## src/rtl/tmr_pkg.sv

```systemverilog
package tmr_pkg;

  typedef enum logic [2:0] {
    OCM_HOLD     = 3'd0,
    OCM_SET      = 3'd1,
    OCM_CLR      = 3'd2,
    OCM_TOGGLE   = 3'd3,
    OCM_FORCE_LO = 3'd4,
    OCM_FORCE_HI = 3'd5,
    OCM_PWM_A    = 3'd6,
    OCM_PWM_B    = 3'd7
  } ocm_e;

  typedef enum logic [2:0] {
    RA_CTRL  = 3'd0,
    RA_PSC   = 3'd1,
    RA_ARR   = 3'd2,
    RA_CMP   = 3'd3,
    RA_CHCFG = 3'd4,
    RA_IEN   = 3'd5,
    RA_STAT  = 3'd6
  } regaddr_e;

endpackage

```

## src/rtl/tmr_regs.sv

```systemverilog
module tmr_regs
  import tmr_pkg::*;
#(
  parameter int CNT_W = 16
) (
  input  logic             clk,
  input  logic             rst_n,
  input  logic             wr_en,
  input  logic [2:0]       wr_addr,
  input  logic [CNT_W-1:0] wr_data,
  input  logic [2:0]       rd_addr,
  input  logic             match_evt,
  output logic [CNT_W-1:0] rd_data,
  output logic             run,
  output logic             down,
  output logic [CNT_W-1:0] psc,
  output logic [CNT_W-1:0] arr,
  output logic [CNT_W-1:0] cmp,
  output ocm_e             mode,
  output logic             pol,
  output logic             oe,
  output logic             ien,
  output logic             den,
  output logic             flag
);

  logic [1:0] dirsel;
  logic       stat_clr;

  assign stat_clr = wr_en && (regaddr_e'(wr_addr) == RA_STAT) && !wr_data[0];

  always_ff @(posedge clk) begin
    if (!rst_n) begin
      run    <= 1'b0;
      down   <= 1'b0;
      psc    <= '0;
      arr    <= '1;
      cmp    <= '0;
      mode   <= OCM_HOLD;
      pol    <= 1'b0;
      oe     <= 1'b0;
      dirsel <= 2'b00;
      ien    <= 1'b0;
      den    <= 1'b0;
      flag   <= 1'b0;
    end else begin
      if (wr_en) begin
        case (regaddr_e'(wr_addr))
          RA_CTRL: begin
            run  <= wr_data[0];
            down <= wr_data[1];
          end
          RA_PSC: psc <= wr_data;
          RA_ARR: arr <= wr_data;
          RA_CMP: cmp <= wr_data;
          RA_CHCFG: begin
            mode <= ocm_e'(wr_data[2:0]);
            pol  <= wr_data[3];
            oe   <= wr_data[4];
            if (!oe) dirsel <= wr_data[6:5];
          end
          RA_IEN: begin
            ien <= wr_data[0];
            den <= wr_data[1];
          end
          default: ;
        endcase
      end
      // set beats clear when both land in one cycle
      if (match_evt)     flag <= 1'b1;
      else if (stat_clr) flag <= 1'b0;
    end
  end

  always_comb begin
    rd_data = '0;
    case (regaddr_e'(rd_addr))
      RA_CTRL:  rd_data[1:0] = {down, run};
      RA_PSC:   rd_data      = psc;
      RA_ARR:   rd_data      = arr;
      RA_CMP:   rd_data      = cmp;
      RA_CHCFG: rd_data[6:0] = {dirsel, oe, pol, mode};
      RA_IEN:   rd_data[1:0] = {den, ien};
      RA_STAT:  rd_data[0]   = flag;
      default:  rd_data      = '0;
    endcase
  end

endmodule

```

## src/rtl/tmr_count.sv

```systemverilog
module tmr_count #(
  parameter int CNT_W = 16
) (
  input  logic             clk,
  input  logic             rst_n,
  input  logic             run,
  input  logic             down,
  input  logic [CNT_W-1:0] psc,
  input  logic [CNT_W-1:0] arr,
  output logic [CNT_W-1:0] cnt,
  output logic [CNT_W-1:0] cnt_nxt,
  output logic             tick
);

  logic [CNT_W-1:0] pre_q;

  // >= keeps the divider sane when PSC is lowered mid-period
  assign tick = run && (pre_q >= psc);

  always_comb begin
    if (down) cnt_nxt = (cnt == '0) ? arr : cnt - 1'b1;
    else      cnt_nxt = (cnt >= arr) ? '0 : cnt + 1'b1;
  end

  always_ff @(posedge clk) begin
    if (!rst_n) begin
      pre_q <= '0;
      cnt   <= '0;
    end else if (run) begin
      if (tick) begin
        pre_q <= '0;
        cnt   <= cnt_nxt;
      end else begin
        pre_q <= pre_q + 1'b1;
      end
    end
  end

endmodule

```

## src/rtl/tmr_oc.sv

```systemverilog
module tmr_oc
  import tmr_pkg::*;
#(
  parameter int CNT_W = 16
) (
  input  logic             clk,
  input  logic             rst_n,
  input  ocm_e             mode,
  input  logic             pol,
  input  logic             oe,
  input  logic             down,
  input  logic [CNT_W-1:0] cnt,
  input  logic [CNT_W-1:0] cmp,
  input  logic             evt,
  output logic             ref_o,
  output logic             pin_o
);

  logic ref_q;
  logic lvl;
  logic pwm_a;

  // level modes follow the live count
  assign pwm_a = down ? (cnt <= cmp) : (cnt < cmp);

  always_comb begin
    case (mode)
      OCM_FORCE_LO: lvl = 1'b0;
      OCM_FORCE_HI: lvl = 1'b1;
      OCM_PWM_A:    lvl = pwm_a;
      OCM_PWM_B:    lvl = !pwm_a;
      default:      lvl = ref_q;
    endcase
  end

  // event modes keep state; level modes refresh it so HOLD retains the last level
  always_ff @(posedge clk) begin
    if (!rst_n) begin
      ref_q <= 1'b0;
    end else begin
      case (mode)
        OCM_SET:    if (evt) ref_q <= 1'b1;
        OCM_CLR:    if (evt) ref_q <= 1'b0;
        OCM_TOGGLE: if (evt) ref_q <= !ref_q;
        OCM_HOLD:   ;
        default:    ref_q <= lvl;
      endcase
    end
  end

  assign ref_o = mode[2] ? lvl : ref_q;
  assign pin_o = oe ? (ref_o ^ pol) : pol;

endmodule

```

## src/rtl/tmr_oc_chan.sv

```systemverilog
module tmr_oc_chan
  import tmr_pkg::*;
#(
  parameter int CNT_W = 16
) (
  input  logic             clk,
  input  logic             rst_n,
  input  logic             wr_en,
  input  logic [2:0]       wr_addr,
  input  logic [CNT_W-1:0] wr_data,
  input  logic [2:0]       rd_addr,
  output logic [CNT_W-1:0] rd_data,
  output logic [CNT_W-1:0] cnt_o,
  output logic             ref_o,
  output logic             pin_o,
  output logic             flag_o,
  output logic             irq_o,
  output logic             dma_o
);

  logic             run, down, pol, oe, ien, den;
  logic [CNT_W-1:0] psc, arr, cmp, cnt_nxt;
  logic             tick, match_evt;
  ocm_e             mode;

  tmr_regs #(.CNT_W(CNT_W)) u_regs (
    .clk, .rst_n, .wr_en, .wr_addr, .wr_data, .rd_addr,
    .match_evt, .rd_data, .run, .down, .psc, .arr, .cmp,
    .mode, .pol, .oe, .ien, .den, .flag(flag_o)
  );

  tmr_count #(.CNT_W(CNT_W)) u_cnt (
    .clk, .rst_n, .run, .down, .psc, .arr,
    .cnt(cnt_o), .cnt_nxt, .tick
  );

  // event lands on the edge where the counter takes the compare value
  assign match_evt = tick && (cnt_nxt == cmp);

  tmr_oc #(.CNT_W(CNT_W)) u_oc (
    .clk, .rst_n, .mode, .pol, .oe, .down,
    .cnt(cnt_o), .cmp, .evt(match_evt), .ref_o, .pin_o
  );

  always_ff @(posedge clk) begin
    if (!rst_n) begin
      irq_o <= 1'b0;
      dma_o <= 1'b0;
    end else begin
      irq_o <= match_evt && ien;
      dma_o <= match_evt && den;
    end
  end

endmodule

```

## config.mk

```make
export PLATFORM = sky130hd
export DESIGN_NAME = tmr_oc_chan
export DESIGN_NICKNAME = d
export VERILOG_FILES = /design/src/rtl/tmr_pkg.sv /design/src/rtl/tmr_regs.sv /design/src/rtl/tmr_count.sv /design/src/rtl/tmr_oc.sv /design/src/rtl/tmr_oc_chan.sv
export SDC_FILE = /design/constraint.sdc
export NUM_CORES = 1
export LEC_CHECK = 0
export BUFFER_PORTS_ARGS = -buffer_cell sky130_fd_sc_hd__buf_2
export CAP_MARGIN = 20
export CORE_MARGIN = 2
export CORE_UTILIZATION = 55
export CTS_CLUSTER_DIAMETER = 80
export DETAILED_ROUTE_END_ITERATION = 8
export PLACE_DENSITY = 0.89
export SYNTH_ARGS = -nofsm -noshare
export SYNTH_HDL_FRONTEND = slang
export SYNTH_SLANG_ARGS = --single-unit
```

## constraint.sdc

```tcl
create_clock -name clk -period 3.8 [get_ports clk]
set_input_delay 0.19 -clock clk [delete_from_list [all_inputs] [get_ports clk]]
set_output_delay 0.19 -clock clk [all_outputs]
set_load 0.02 [all_outputs]
```

# ---- Yosys cells after proc, flatten, opt, wreduce, memory -nomap -nowiden
# Index checks and enable logic that the tools add are counted.
dict set report totals {
  output_inout_bits 37
  reg_bits 95
  word_cells 91
  input_bits 25
}
dict set report op_classes {
  eq_ne 23
  order_cmp 4
  n_addsub 3
  n_reduce_logical 23
  muxes 18
  bitwise_logic 3
}
# op count
set ops {}
lappend ops {{$mux W16} 4}
lappend ops {{$add A16 B1 Y16 const B} 2}
lappend ops {{$ge A16 B16 Y1} 2}
lappend ops {{$eq A3 B3 Y1 const B} 10}
lappend ops {{$pmux W9 S3} 1}
lappend ops {{$pmux W5 S4} 1}
lappend ops {{$eq A3 B2 Y1 const B} 6}
lappend ops {{$eq A16 B16 Y1} 1}
lappend ops {{$le A16 B16 Y1} 1}
lappend ops {{$logic_not A16 Y1} 1}
lappend ops {{$lt A16 B16 Y1} 1}
lappend ops {{$sub A16 B1 Y16 const B} 1}
lappend ops {{$reduce_and A2 Y1} 7}
lappend ops {{$eq A3 B1 Y1 const B} 3}
lappend ops {{$logic_not A3 Y1} 3}
lappend ops {{$mux W1} 8}
lappend ops {{$pmux W1 S4} 2}
lappend ops {{$pmux W1 S7} 1}
lappend ops {{$logic_and A1 B1 Y1} 6}
lappend ops {{$ne A2 B2 Y1 const B} 3}
lappend ops {{$pmux W1 S6} 1}
lappend ops {{$reduce_and A4 Y1} 1}
lappend ops {{$logic_not A1 Y1} 3}
lappend ops {{$reduce_and A3 Y1} 1}
lappend ops {{other kinds (3)} 4}

# ---- Longest topological paths before layout
# Gate-level depths: netlist (run 1).
dict set report logic_depth {
  ltp_word 7
  mapped_depth 13
  depth_no_buf 11
}

# ---- Hierarchy
# A second synthesis (run 1) with hierarchy kept.
dict set report unflattened {
  hier_cells 867
  hier_area_um2 6801.5
}
# mod area_each_um2 instances seq_area_each_um2 cells_each
set modules_own_cells {}
lappend modules_own_cells {tmr_count 3145.5 1 640.6 425}
lappend modules_own_cells {tmr_regs 2859.0 1 1201.2 331}
lappend modules_own_cells {tmr_oc 518.0 1 20.0 73}
lappend modules_own_cells {tmr_oc_chan 279.0 1 40.0 38}

# ---- Worst setup path after synthesis (run 1)
# No wires, ideal clock.
dict set report synth_timing {
  kind {register to register}
  startpoint {register u_cnt.cnt[0]}
  endpoint {register dma_o}
  required_ns 3.740
  arrival_time_ns 3.620
  n_path_buf 1
  path_slack_ns 0.120
  setup_time_ns 0.060
  stages_incl_launch_ff 13
  period_less_slack_ns 3.680
  path_cell_list {dfxtp_1 -> clkbuf_1 -> inv_1 -> ha_1 -> nand2b_1 -> a2111oi_1 -> o32ai_4 -> o32ai_1 -> xnor2_1 -> a2111oi_4 -> nand3_2 -> nor4b_4 -> and3_1}
}
dict set report synth_between {
  elab_chain_cells 6
  elab_cells_between_ends 10
}
# element line
set synth_lines {}
lappend synth_lines {{from (decl)} tmr_count.sv:10} ;# output logic [CNT_W-1:0] cnt,
lappend synth_lines {{from (signal assigned)} tmr_count.sv:32} ;# cnt <= cnt_nxt;
lappend synth_lines {{$add A16 B1 Y16 (tied with other cells)} tmr_count.sv:22} ;# else cnt_nxt = (cnt >= arr) ? '0 : cnt + 1'b1;
lappend synth_lines {{$mux W16, on equally long branches} {tmr_count.sv:22, tmr_count.sv:21}}
lappend synth_lines {{$mux W16 *} tmr_count.sv:21} ;# if (down) cnt_nxt = (cnt == '0) ? arr : cnt - 1'b1;
lappend synth_lines {{$eq A16 B16 Y1 *} tmr_oc_chan.sv:38} ;# assign match_evt = tick && (cnt_nxt == cmp);
lappend synth_lines {{$logic_and A1 B1 Y1 *} tmr_oc_chan.sv:38}
lappend synth_lines {{$logic_and A1 B1 Y1 *} tmr_oc_chan.sv:51} ;# dma_o <= match_evt && den;
lappend synth_lines {{to (signal assigned)} tmr_oc_chan.sv:51}
lappend synth_lines {{to (decl)} tmr_oc_chan.sv:18} ;# output logic dma_o
# Every way passes the cells marked *; elsewhere a longest branch is shown, timed or not.
# A chain may end at the register's enable or synchronous reset.

# ---- Worst setup path in the final report (run 1)
dict set report layout_timing {
  startpoint {register u_regs.arr[15]}
  endpoint {register irq_o}
}
dict set report layout_between {
  elab_chain_cells 6
  elab_cells_between_ends 7
}
# element line
set layout_lines {}
lappend layout_lines {{from (decl)} tmr_regs.sv:17} ;# output logic [CNT_W-1:0] arr,
lappend layout_lines {{from (signal assigned)} tmr_regs.sv:54} ;# RA_ARR: arr <= wr_data;
lappend layout_lines {{$ge A16 B16 Y1} tmr_count.sv:22}
lappend layout_lines {{$mux W16} tmr_count.sv:22}
lappend layout_lines {{$mux W16 *} tmr_count.sv:21}
lappend layout_lines {{$eq A16 B16 Y1 *} tmr_oc_chan.sv:38}
lappend layout_lines {{$logic_and A1 B1 Y1 *} tmr_oc_chan.sv:38}
lappend layout_lines {{$logic_and A1 B1 Y1 *} tmr_oc_chan.sv:50} ;# irq_o <= match_evt && ien;
lappend layout_lines {{to (signal assigned)} tmr_oc_chan.sv:50}
lappend layout_lines {{to (decl)} tmr_oc_chan.sv:17} ;# output logic irq_o,
# Marks and branches as above.

==> results of run 1 <==
cell type report:
| class | count | area [µm²] | area share |
|---|---|---|---|
| timing repair buffer | 93 | 546 | 0.0715 |
| clock inverter | 6 | 109 | 0.0143 |
| tap | 147 | 184 | 0.0241 |
| sequential | 95 | 1900 | 0.249 |
| inverter | 62 | 233 | 0.0305 |
| clock buffer | 9 | 225 | 0.0295 |
| multi-input combinational | 665 | 4430 | 0.581 |
power by group:
part | total, mW | internal [mW] | leakage [nW] | switching (mW)
sequential | 1.03 | 1.01 | 0.769 | 0.0159
combinational | 0.296 | 0.107 | 2.23 | 0.189
clock | 1.04 | 0.640 | 0.166 | 0.405
state kept, by name, summed over array words and instances (netlist names):
name           flops
u_regs.arr        16
u_oc.ref_q         1
u_regs.oe          1
u_cnt.cnt         16
u_regs.pol         1
u_regs.ien         1
u_regs.psc        16
dma_o              1
irq_o              1
u_regs.cmp        16
u_regs.dirsel      2
u_regs.run         1
u_regs.den         1
u_regs.down        1
u_regs.flag        1
u_regs.mode        3
u_cnt.pre_q       16
cell families (layout without fill, tap and decap cells):
group / count (synthesis) / after routing
and+or+nand+nor: 329 / 329
AOI/OAI and AO/OA: 219 / 219
buffers and inverters: 115 / 170
DFF: 95 / 95
adders and majority gates: 52 / 52
xor gates and xnor gates: 44 / 44
muxes: 21 / 21
metal layers:
metal	track usage	part of all wire
met2	0.518	0.47
met5	0	0
met3	0.0517	0.091
met4	0.140	0.035
met1	0.410	0.41
worst paths after layout:
path | slack, ns | cells past startpoint | start | end
worst max-delay path | 0.1 | 12 | u_regs.arr[15] | irq_o
worst min-delay path | 0.11 | 3 | wr_data[8] | u_regs.psc[8]
worst max register to register | 0.1 | 12 | u_regs.arr[15] | irq_o
worst min register to register | 0.48 | 2 | u_regs.cmp[14] | u_regs.cmp[14]
critical path, delay by kind of cell, from the launching register on:
family | cells | cell delay (ns)
buffers and inverters | 2 | 0.27
AO/OA/AOI/OAI | 2 | 0.77
adder cells (fa/ha/maj) | 1 | 0.39
flip-flops | 1 | 0.33
AND/OR/NAND/NOR | 7 | 1.88
synth_stat cells, types with 3 or more instances:
cell type	instances
a221oi_1	3
buf_2	6
o211ai_1	19
a211oi_1	5
a21boi_0	35
nor2b_1	24
inv_1	61
nor3_1	19
and4_1	3
and2_1	4
xor2_1	17
o31a_1	4
o21ai_0	48
o32ai_1	4
ha_1	52
a221o_1	3
mux2i_1	19
nor3b_1	3
or3_1	6
o31ai_1	4
a31oi_1	7
nand4_1	18
nand3_1	16
or4_1	3
or2_2	4
a21oi_1	25
o21a_1	9
nor2_1	51
clkbuf_1	46
nand2_1	143
a22oi_1	24
dfxtp_1	95
o211a_1	3
nor4_1	9
xnor2_1	27
nand2b_1	4
and3_1	10
a2111oi_0	3
a21o_1	3
cell usage in the layout, fill, tap and decap left out, drive strengths merged, types with 4 or more instances in the layout:
master / synthesis / final
nand2: 143 / 143
dfxtp: 95 / 95
buf: 7 / 93
inv: 61 / 62
ha: 52 / 52
nor2: 51 / 51
o21ai: 49 / 49
a21boi: 35 / 35
xnor2: 27 / 27
a21oi: 25 / 25
nor2b: 24 / 24
a22oi: 24 / 24
nor3: 20 / 20
o211ai: 19 / 19
mux2i: 19 / 19
nand4: 19 / 19
xor2: 17 / 17
nand3: 17 / 17
nor4: 11 / 11
and3: 10 / 10
o21a: 9 / 9
clkbuf: 46 / 9
a31oi: 7 / 7
or3: 6 / 6
a211oi: 5 / 5
o32ai: 5 / 5
a2111oi: 5 / 5
o31ai: 4 / 4
or2: 4 / 4
nand2b: 4 / 4
o31a: 4 / 4
and2: 4 / 4
or4: 4 / 4
metrics by stage:
stage | instances | setup TNS (ns)
6_report | 1077 | 0
5_1_grt | 1077 | -0.0749
4_1_cts | 1073 | 0
3_5_place_dp | 1058 | 0
3_3_place_gp | 1058 | 0
2_1_floorplan | 875 | 0
timing repair:
item / 4_1_cts / 5_1_grt
hold endpoints to repair: 0 / 0
gates resized for setup: 0 / 3
setup buffers: 0 / 3
setup endpoints to repair: 0 / 5
==> results.json, run 1 <==
{
  "hold_buffers": 0,
  "clock_path_buffers": 2,
  "std_cell_rows": 40,
  "worstPathArrival_ns": 3.99,
  "n_antenna_cell": 0,
  "ys_types": 70,
  "die_area_mm2": 0.0132,
  "hp-class": "primary input to register",
  "area_delta_synth_final_pct": 12.9,
  "worst_path_max_delay_cell": "or4_4",
  "die_w_um": 115,
  "root_buffer": "clkbuf_16",
  "initial_core_util": 0.563,
  "vias": 6836,
  "grt_pass1_vias": 6406,
  "numPortBuffers": 61,
  "whs_ns": 0.107,
  "yosys.area_share.simple": 0.237,
  "irDropWorstVdd_uv": 378,
  "yosys_most_used_dff": "dfxtp_1",
  "n_fill_cell": 1021,
  "place_congestion": 0.955,
  "firstDrtPassIters": 6,
  "synth_xor_area_frac": 0.0570,
  "fin_nets": 1003,
  "crit_fanout": 4,
  "antenna_found_initial": 0,
  "drive_gt1_frac": 0.139,
  "skew_ns": 0.0155,
  "ant_nets": 0,
  "ios": 62,
  "drc": 0,
  "clkLatencyLatePin_ns": 0.36,
  "crit_type": "register to register",
  "syn_area_per_cell_um2": 7.73,
  "drt_iter0_drc": 714,
  "synth-compound-area-share": 0.232,
  "synth_top_area_frac": 0.281,
  "slew-limit-headroom": 0.421,
  "status": "finished clean",
  "synth_fa_ha_area_frac": 0.0962,
  "grt_max_degree": 42,
  "max_stage_delay_ns": 0.60,
  "dp_hpwl_um": 15000,
  "htree_levels": 3,
  "cp-start-kind": "register",
  "synth_top_family_by_area": "simple AND/OR/NAND/NOR gates",
  "numCtsBuffers": 9,
  "setup_ws_ns": 0.0992,
  "path_cells": "inv_1 > ha_2 > nand4_4 > or4_4 > o32ai_4 > buf_4 > nor3_2 > or3_1 > a2111oi_4 > nand3_2 > nor4b_4 > and3_1",
  "synth_edf_count": 0,
  "seq_area_frac_synth": 0.281,
  "syn_inst": 875,
  "chipHeight_um": 115,
  "async_flop_share": 0,
  "fin_crit_sh": 0.974,
  "period_needed_ns": 3.70,
  "finalPower_mw": 2.37,
  "dpl_cell_area_mm2": 0.00726,
  "grt_pass1_wl_um": 32800,
  "end_kind": "register",
  "worst_pin_slew_ns": 0.862,
  "p_leak_nw": 3.17,
  "syn-cell-area_mm2": 0.00676,
  "wirelength_um": 20600,
  "syn_nets": 952,
  "yosys.area.top_type": "dfxtp_1",
  "power_density_mw_per_mm2": 310,
  "stdcell_area_mm2": 0.00763,
  "critPathRequiredTime_ns": 4.09,
  "cap_violations": 0,
  "setup_violations": 0,
  "yosys_warnings": 0,
  "clkTransAtPathRegs_ns": 0.08,
  "clock_sinks": 95,
  "cts_tree": "done",
  "maxSlewViolCount": 0,
  "core_area_mm2": 0.0120,
  "ys_top_cells_by_area": "dfxtp_1, ha_1, nand2_1",
  "synthMuxAreaShare": 0.0315,
  "grt-ovfl-total": 0,
  "grt_usage": 0.316,
  "fin_util": 0.635,
  "post_drt_wl_per_cell_um": 19.2,
  "viasPerCell": 6.35,
  "finalHoldViolations": 0,
  "synth-seq-cells": 95,
  "fmax_ghz": 0.270,
  "place_ws_ns": 0.224
}
No activity file was read; power rests on OpenSTA's default activity.
==> run 2, diff against run 1 <==
--- a/config.mk
+++ b/config.mk
@@ -5,6 +5,7 @@
 export SDC_FILE = /design/constraint.sdc
 export NUM_CORES = 1
 export LEC_CHECK = 0
+export ABC_AREA = 1
 export BUFFER_PORTS_ARGS = -buffer_cell sky130_fd_sc_hd__buf_2
 export CAP_MARGIN = 20
 export CORE_MARGIN = 2
==> run 2 against run 1 <==
Register-to-register slack better by 0.78 ns. Clock-buffer cell count is 1 higher. Hold slack got worse by 0.0041 ns.
==> results.json, run 2 <==
{
  "cp-start-kind": "register",
  "syn_area_per_cell_um2": 6.73,
  "synth_top_area_frac": 0.284,
  "worstPathArrival_ns": 2.96,
  "layout_common_cells": "nand2_1, inv_1, dfxtp_1, nor2_1, a21oi_1",
  "wirelength_um": 19400,
  "async_flop_share": 0,
  "syn_nets": 1072,
  "synth-seq-cells": 95,
  "cap_violations": 0,
  "reg2reg_depth": 19,
  "numCtsBuffers": 9,
  "irDropWorstVdd_uv": 273,
  "fin_nets": 1115,
  "dp_hpwl_um": 14900,
  "htree_levels": 3,
  "path_delay_family": "simple AND/OR/NAND/NOR gates",
  "maxSlewViolCount": 0,
  "cts_tree": "done",
  "cts_setup_buffers": 0,
  "slew-limit-headroom": 0.401,
  "status": "finished clean",
  "drt_iter0_drc": 754,
  "fin_crit_sh": 0.829,
  "die_w_um": 114,
  "stdcell_area_mm2": 0.00731,
  "crit_type": "register to output port",
  "final_common_cell": "nand2_1",
  "syn-cell-area_mm2": 0.00670,
  "n_antenna_cell": 0,
  "ys_top_cells_by_area": "dfxtp_1, nand2_1, ha_1",
  "initial_core_util": 0.560,
  "grt_pass1_vias": 6238,
  "root_buffer": "clkbuf_16",
  "worst_pin_slew_ns": 0.898,
  "period_needed_ns": 3.15,
  "std_cell_rows": 40,
  "numPortBuffers": 61,
  "grt_usage": 0.301,
  "cp.depth": 13,
  "power_frac_comb": 0.231,
  "synth_edf_count": 0,
  "p_switching_uw": 851,
  "yosys_warnings": 0,
  "skew_ns": 0.00951,
  "place_ws_ns": 0.939,
  "grt_pass1_wl_um": 31000,
  "n_fill_cell": 1093,
  "syn_inst": 995,
  "chipHeight_um": 114,
  "ant_nets": 0,
  "setup_violations": 0,
  "multi_input_area_mm2": 0.00410,
  "dpl_cell_area_mm2": 0.00704,
  "end_kind": "output port",
  "critPathRequiredTime_ns": 3.61,
  "synthTopCellsByCount": "nand2_1, inv_1, dfxtp_1, nor2_1, a21oi_1",
  "place_congestion": 0.958,
  "p_leak_nw": 3.42,
  "ys_types": 45,
  "yosys.area.top_type": "dfxtp_1",
  "hold_depth": 3,
  "vias": 6988,
  "pwr-share-clk": 0.342,
  "setup_ws_ns": 0.650,
  "hold_buffers": 0,
  "grt-ovfl-total": 0,
  "crit_fanout": 10,
  "clock_sinks": 95,
  "clkTransAtPathRegs_ns": 0.07,
  "drc": 0,
  "swShare": 0.340,
  "core_area_mm2": 0.0120,
  "hp-class": "primary input to register",
  "power_density_mw_per_mm2": 342,
  "post_drt_wl_per_cell_um": 16.3,
  "die_area_mm2": 0.0131,
  "max_stage_delay_ns": 0.61,
  "clkLatencyLatePin_ns": 0.35,
  "path_cells": "ha_1 > a21oi_1 > nor2_1 > a211oi_1 > o21ai_0 > nor3_1 > nand2_1 > nand2_1 > nand4_1 > nand4_1 > nand2_1 > xor2_1 > buf_2",
  "seq_area_frac_synth": 0.284,
  "firstDrtPassIters": 5,
  "area_delta_synth_final_pct": 9.19,
  "seqPwrFrac": 0.426,
  "critPathMostFrequentCell": "nand2_1",
  "cp_num_buf_inv": 1,
  "cts_resized": 0,
  "worst_path_max_delay_cell": "dfxtp_1",
  "yosys_most_used_dff": "dfxtp_1",
  "ios": 62,
  "seq_area_mm2": 0.00190,
  "viasPerCell": 5.87,
  "yosysMostFrequentCell": "nand2_1",
  "rsz0062_at_grt": "false",
  "grt_max_degree": 54,
  "antenna_found_initial": 0,
  "fmax_ghz": 0.318,
  "setup_tns_ns": 0,
  "clock_path_buffers": 2,
  "internal_power_mw": 1.65,
  "drive_gt1_frac": 0.126,
  "finalHoldViolations": 0
}
[run 2: cell types whose count changed in the layout (fill, tap and decap cells not counted), sizes merged, moves of 24 or more]
cell	previous run	this run
inv	62	134
a21oi	25	86
nand2	143	204
nand3	17	70
nor2	51	103
o21ai	49	86
a21boi	35	0
buf	93	67
nor2b	24	0
xnor2	27	3
[run 2: power by group through the flow]
| stage | Clock, mW | Sequential (mW) | Combinational, mW |
|---|---|---|---|
| floorplan | 0 | 1.08 | 0.434 |
| global placement | 0 | 1.09 | 0.556 |
| detailed placement | 0 | 1.09 | 0.563 |
| CTS | 0.865 | 1.07 | 0.565 |
| global route | 0.908 | 1.07 | 0.639 |
| finish | 0.857 | 1.07 | 0.579 |
[run 2: logic make-up (layout without fill, tap and decap cells)]
kind of cell             count (synthesis)  in the layout  share of synthesized area
AO/OA/AOI/OAI                          231            231                      0.204
XOR/XNOR                                16             16                     0.0209
adder cells (fa/ha/maj)                 52             52                     0.0972
buffers and inverters                  170            218                      0.104
flip-flops                              95             95                      0.284
AND/OR/NAND/NOR                        431            431                      0.289
[run 2: tightest hold or removal path: stages]
cell and delay (ns):
buf_2 0.11, nand2_1 0.06, o211ai_1 0.07
[run 2: stage by stage]
| step | total power, mW | cells | utilization | hold WS [ns] |
|---|---|---|---|---|
| global route | 2.62 | 1190 | 0.611 | 0.101 |
| CTS | 2.50 | 1190 | 0.611 | 0.0928 |
| floorplan | 1.51 | 995 | - | 0.320 |
| detailed placement | 1.65 | 1174 | 0.588 | 0.454 |
| finish | 2.50 | 1190 | 0.611 | 0.103 |
| global placement | 1.64 | 1174 | 0.588 | 0.441 |
[run 2: path summary, 6_finish.rpt]
kind	from	end	slack [ns]
min	wr_data[9]	u_regs.arr[9]	0.10
max	u_cnt.cnt[9]	pin_o	0.65
max reg2reg	u_cnt.cnt[5]	u_oc.ref_q	0.88
min reg2reg	u_regs.ien	irq_o	0.47
[run 2: area by class of cell]
class / count / area share
clock buffers: 10 / 0.0313
clock inverters: 6 / 0.00616
inverters: 135 / 0.0693
multi-input cells: 730 / 0.560
flip-flops and latches: 95 / 0.260
well taps: 147 / 0.0252
repair buffers: 67 / 0.0479
[run 2: routing by layer]
layer  global-route usage  part of all wire  routed length (µm)
met1                0.401              0.43                8390
met2                0.484              0.45                8780
met3               0.0551             0.076                1480
met5                    0                 0                   0
met4                0.120             0.037                 716
